## src/rtl/brk_cnt_pkg.sv

```systemverilog
package brk_cnt_pkg;

  // Count value after an accepted match in qualified mode.
  // Counts above one step down; one holds; zero stays disarmed.
  function automatic int unsigned cnt_after_match(input int unsigned cnt);
    if (cnt > 1) return cnt - 1;
    return cnt;
  endfunction

  // Whether an accepted match produces a break request.
  function automatic logic match_fires(input logic qual, input int unsigned cnt);
    return (!qual) || (cnt == 1);
  endfunction

endpackage

```

## src/rtl/brk_cnt_regport.sv

```systemverilog
module brk_cnt_regport #(
  parameter int CNT_W = 12,
  parameter int REG_W = 16
) (
  input  logic             wr_en,
  input  logic [REG_W-1:0] wr_data,
  input  logic [CNT_W-1:0] cnt_q,
  output logic             load_en,
  output logic [CNT_W-1:0] load_val,
  output logic [REG_W-1:0] rd_data
);
  localparam int PAD_W = REG_W - CNT_W;

  assign load_en  = wr_en;
  assign load_val = wr_data[CNT_W-1:0];

  generate
    if (PAD_W > 0) begin : g_pad
      logic reserved_unused;
      assign reserved_unused = ^wr_data[REG_W-1:CNT_W];
      assign rd_data = {{PAD_W{1'b0}}, cnt_q};
    end else begin : g_nopad
      assign rd_data = cnt_q;
    end
  endgenerate
endmodule

```

## src/rtl/brk_cnt_core.sv

```systemverilog
module brk_cnt_core
  import brk_cnt_pkg::*;
#(
  parameter int CNT_W = 12
) (
  input  logic             clk,
  input  logic             rst_n,
  input  logic             load_en,
  input  logic [CNT_W-1:0] load_val,
  input  logic             match_i,
  input  logic             qual_en,
  output logic [CNT_W-1:0] cnt_q,
  output logic             match_acc,
  output logic             fire
);
  logic [CNT_W-1:0] cnt_step;

  // A write in the same cycle wins over the match.
  assign match_acc = match_i & ~load_en;
  assign fire      = match_acc & match_fires(qual_en, 32'(cnt_q));
  assign cnt_step  = CNT_W'(cnt_after_match(32'(cnt_q)));

  always_ff @(posedge clk or negedge rst_n) begin
    if (!rst_n) begin
      cnt_q <= '0;
    end else if (load_en) begin
      cnt_q <= load_val;
    end else if (match_acc && qual_en) begin
      cnt_q <= cnt_step;
    end
  end
endmodule

```

## src/rtl/brk_pulse_reg.sv

```systemverilog
module brk_pulse_reg (
  input  logic clk,
  input  logic rst_n,
  input  logic fire,
  output logic brk_o
);
  always_ff @(posedge clk or negedge rst_n) begin
    if (!rst_n) brk_o <= 1'b0;
    else        brk_o <= fire;
  end
endmodule

```

## src/rtl/brk_exec_qual.sv

```systemverilog
module brk_exec_qual #(
  parameter int CNT_W = 12,
  parameter int REG_W = 16
) (
  input  logic             clk,
  input  logic             rst_n,
  input  logic             wr_en,
  input  logic [REG_W-1:0] wr_data,
  output logic [REG_W-1:0] rd_data,
  input  logic             match_i,
  input  logic             qual_en,
  output logic             brk_o
);
  logic             load_en;
  logic [CNT_W-1:0] load_val;
  logic [CNT_W-1:0] cnt_q;
  logic             match_acc;
  logic             fire;

  brk_cnt_regport #(.CNT_W(CNT_W), .REG_W(REG_W)) u_regport (
    .wr_en    (wr_en),
    .wr_data  (wr_data),
    .cnt_q    (cnt_q),
    .load_en  (load_en),
    .load_val (load_val),
    .rd_data  (rd_data)
  );

  brk_cnt_core #(.CNT_W(CNT_W)) u_core (
    .clk       (clk),
    .rst_n     (rst_n),
    .load_en   (load_en),
    .load_val  (load_val),
    .match_i   (match_i),
    .qual_en   (qual_en),
    .cnt_q     (cnt_q),
    .match_acc (match_acc),
    .fire      (fire)
  );

  brk_pulse_reg u_pulse (
    .clk   (clk),
    .rst_n (rst_n),
    .fire  (fire),
    .brk_o (brk_o)
  );
endmodule

```

## config.mk

```make
export PLATFORM = sky130hd
export DESIGN_NAME = brk_exec_qual
export DESIGN_NICKNAME = d
export VERILOG_FILES = /design/src/rtl/brk_cnt_pkg.sv /design/src/rtl/brk_cnt_regport.sv /design/src/rtl/brk_cnt_core.sv /design/src/rtl/brk_pulse_reg.sv /design/src/rtl/brk_exec_qual.sv
export SDC_FILE = /design/constraint.sdc
export NUM_CORES = 1
export LEC_CHECK = 0
export CAP_MARGIN = 30
export CORE_MARGIN = 1
export CORE_UTILIZATION = 33
export CTS_CLUSTER_SIZE = 20
export DETAILED_ROUTE_END_ITERATION = 12
export PLACE_DENSITY = 0.76
export REMOVE_ABC_BUFFERS = 1
export SYNTH_ARGS = -nofsm -noshare
export SYNTH_HDL_FRONTEND = slang
export SYNTH_SLANG_ARGS = --single-unit
```

## constraint.sdc

```tcl
create_clock -name clk -period 2.2 [get_ports clk]
set_input_delay 0.66 -clock clk [delete_from_list [all_inputs] [get_ports clk]]
set_output_delay 0.66 -clock clk [all_outputs]
set_load 0.02 [all_outputs]
```

==> results of run 1 <==
==> what timing repair did <==
item / 4_1_cts / 5_1_grt
hold buffers: 0 / 0
hold endpoints to repair: 0 / 0
gates resized for setup: 0 / 2
endpoints found under the setup margin: 0 / 1
setup buffers: 0 / 1
==> worst max-delay path by stage <==
stage / startpoint / end
floorplan: u_core.cnt_q[0]$_DFFE_PN0P_ / u_core.cnt_q[9]$_DFFE_PN0P_
global placement: qual_en / u_core.cnt_q[9]$_DFFE_PN0P_
detailed placement: match_i / u_core.cnt_q[9]$_DFFE_PN0P_
CTS: u_core.cnt_q[1]$_DFFE_PN0P_ / u_core.cnt_q[9]$_DFFE_PN0P_
global route: u_core.cnt_q[0]$_DFFE_PN0P_ / u_core.cnt_q[9]$_DFFE_PN0P_
finish: u_core.cnt_q[1]$_DFFE_PN0P_ / u_core.cnt_q[9]$_DFFE_PN0P_
==> flip-flops by register name, summed over array words and instances (netlist names) <==
| name | flops |
|---|---|
| u_pulse.brk_o | 1 |
| u_core.cnt_q | 12 |
==> kinds of logic after synthesis <==
| group | after synthesis | synth area share |
|---|---|---|
| xor+xnor | 2 | 0.0201 |
| mux | 1 | 0.0129 |
| fa+ha+maj | 2 | 0.0287 |
| simple gates | 51 | 0.313 |
| other cells | 1 | 0.00430 |
| flops | 13 | 0.373 |
| compound gates | 21 | 0.162 |
| buf+inv | 14 | 0.0861 |
==> worst max-delay path: cells and delay by family (launching register included) <==
kind	cells	cell delay (ps)
flops	1	390
fa+ha+maj	1	210
compound gates	1	170
simple gates	3	1150
buf+inv	1	90
==> stage by stage <==
stage / util / cells
6_report: 0.520 / 176
5_1_grt: 0.520 / 176
4_1_cts: 0.515 / 175
3_5_place_dp: 0.504 / 171
3_3_place_gp: 0.504 / 171
2_1_floorplan: - / 100
==> final cells by class <==
class	instances	share of cell area
inverter	6	0.0175
tap	30	0.0292
timing repair buffer	42	0.301
sequential	13	0.253
clock buffer	4	0.0204
multi-input combinational	81	0.379
==> synthesized netlist by cell type <==
library cell | count | area share
a211oi_1 | 2 | 0.017
a21oi_1 | 2 | 0.011
a221o_1 | 1 | 0.011
a311o_1 | 1 | 0.011
a31oi_1 | 5 | 0.036
a41oi_1 | 1 | 0.010
and2_1 | 3 | 0.022
and3_1 | 1 | 0.0072
and3b_1 | 1 | 0.010
buf_4 | 4 | 0.034
buf_6 | 1 | 0.013
clkbuf_1 | 3 | 0.013
conb_1 | 1 | 0.0043
dfrtp_1 | 13 | 0.37
ha_1 | 2 | 0.029
inv_1 | 6 | 0.026
mux2_2 | 1 | 0.013
nand2_1 | 10 | 0.043
nand3_1 | 6 | 0.034
nand3b_1 | 1 | 0.0086
nand4_1 | 3 | 0.022
nand4b_1 | 1 | 0.010
nor2_1 | 11 | 0.047
nor3_1 | 3 | 0.017
nor4_1 | 4 | 0.029
o211ai_1 | 1 | 0.0086
o21ai_0 | 5 | 0.029
o31ai_1 | 2 | 0.017
o41ai_1 | 1 | 0.010
or2_2 | 2 | 0.014
or3_1 | 1 | 0.0072
or4_1 | 1 | 0.0086
or4_2 | 2 | 0.020
or4_4 | 1 | 0.013
xnor2_1 | 2 | 0.020
==> report_power, final <==
group	switching [mW]	internal, mW
Combinational	0.110	0.117
Sequential	0.0320	0.261
Clock	0.0795	0.0702
Total	0.222	0.449
==> metal layers <==
layer  part of all wire  vias up
met5                  0        -
met4                  0        0
met3              0.059        0
met2               0.49       33
met1               0.45      433
li1                   -      463
==> results.toml, run 1 <==
[outcome]
status = "complete, no violations"

[timing]
hold_slack_ps = 622
max_slew_margin = 0.598
layout_setup_ws_ps = 122
rsz0062_at_grt = "no"
tns_ps = 0
hold_violations = 0
skew_ps = 6.08
tightestPinTransition_ps = 602
fin_crit_ps = 2080
maxSlewViolCount = 0
finalSetupViolCount = 0
post-route-period-util = 0.945
max_freq_mhz = 481

[layout]
final_cell_mix = "clkdlybuf4s50_1 (29), buf_4 (13), dfrtp_1 (13), nor2_1 (11), nand2_1 (10)"
diodes = 0
num-nets-final = 170
syn2layout_area_growth_pct = 47.6
fillCellCount = 268
multi_input_area_sq_um = 488
final_common_cell = "clkdlybuf4s50_1"
regArea_sq_um = 325
drive_above_1_share = 0.158
fin_area_sq_mm = 0.00129

[worst_hold_path]
hold_path.startpoint = "u_core.cnt_q[11]$_DFFE_PN0P_"
whs_path_depth = 2
min_to = "u_core.cnt_q[11]$_DFFE_PN0P_"
holdCritPathClass = "register to register"

[clock_network]
clk_pin_slew_ps = 90
h-tree-depth = 1
cts_root_buf = "clkbuf_4"
clk_latency_ps = 270
clock_sinks = 13
numCtsBuffers = 3
clockBufferDepth = 2
cts_tree = "built"

[pwr]
cellPowerDensity_mw_per_mm2 = 521
irDropWorstVdd_mv = 0.279
p_leak_nw = 0.528
power_mw = 0.671

[global_route]
grt.total_usage = 0.171
use_met3 = 0.0316
grt_overflow = 0
grt_busiest_layer = "met2"
use_met2 = 0.304
use_met1 = 0.197
grt_max_degree = 14
grt_first_pass_wirelength_mm = 3.51
grt_pass1_vias = 835
antenna_found_initial = 0

[floorplan]
die_h_microns = 53.4
dieWidth_microns = 53.4
core_area_sq_mm = 0.00248
die_area_sq_mm = 0.00285
rows = 18
initial_utilization = 0.352
ios = 38

[critical_path]
r2r_start = "u_core.cnt_q[1]$_DFFE_PN0P_"
crit_type = "register to register"
arrival_ps = 2280
timing.rr.end = "u_core.cnt_q[9]$_DFFE_PN0P_"
cpMaxStageDelayCell = "or4_2"
cp_max_fo = 5
r2r_cells = 6
cp-start-kind = "register"
worstSetupEndpointType = "register"
required_ps = 2400
reg2reg_setup_slack_ps = 120
cpPeakStageDelay_ps = 610
crit_chain = "inv_1 > ha_1 > or2_2 > and3_4 > or4_2 > a31oi_1"

[placement]
io_buffer_count = 29
placed_area_sq_mm = 0.00125
post-place-ws_ps = -65.5
hpwlAfterDp_mm = 1.73
place.gp.congestion = 0.851

[routing]
drt_pass1_iterations = 4
ant_nets = 0
routedWlPerCell_microns = 12.7
drt-total-wl_mm = 2.24
routed_via_density = 5.28
vias = 929
remaining_drc_errors = 0
drt-initial-drc-count = 8

[synthesis]
ys_seq_elements = 13
synth_area_per_cell_sq_um = 8.31
ys_seq_area_frac = 0.373
syn_inst = 105
yosys_warnings = 0
syn_area_sq_um = 872
synth_cell_types = 35

[run]
maxCapViolCount = 0
Power figures use the tool's default switching activity.
==> run 2, diff against run 1 <==
--- a/config.mk
+++ b/config.mk
@@ -5,6 +5,7 @@
 export SDC_FILE = /design/constraint.sdc
 export NUM_CORES = 1
 export LEC_CHECK = 0
+export ABC_CLOCK_PERIOD_IN_PS = 2200
 export CAP_MARGIN = 30
 export CORE_MARGIN = 1
 export CORE_UTILIZATION = 33
==> results of run 2 <==
Same layout as run 1: the final DEF is identical, and so are final timing and power.
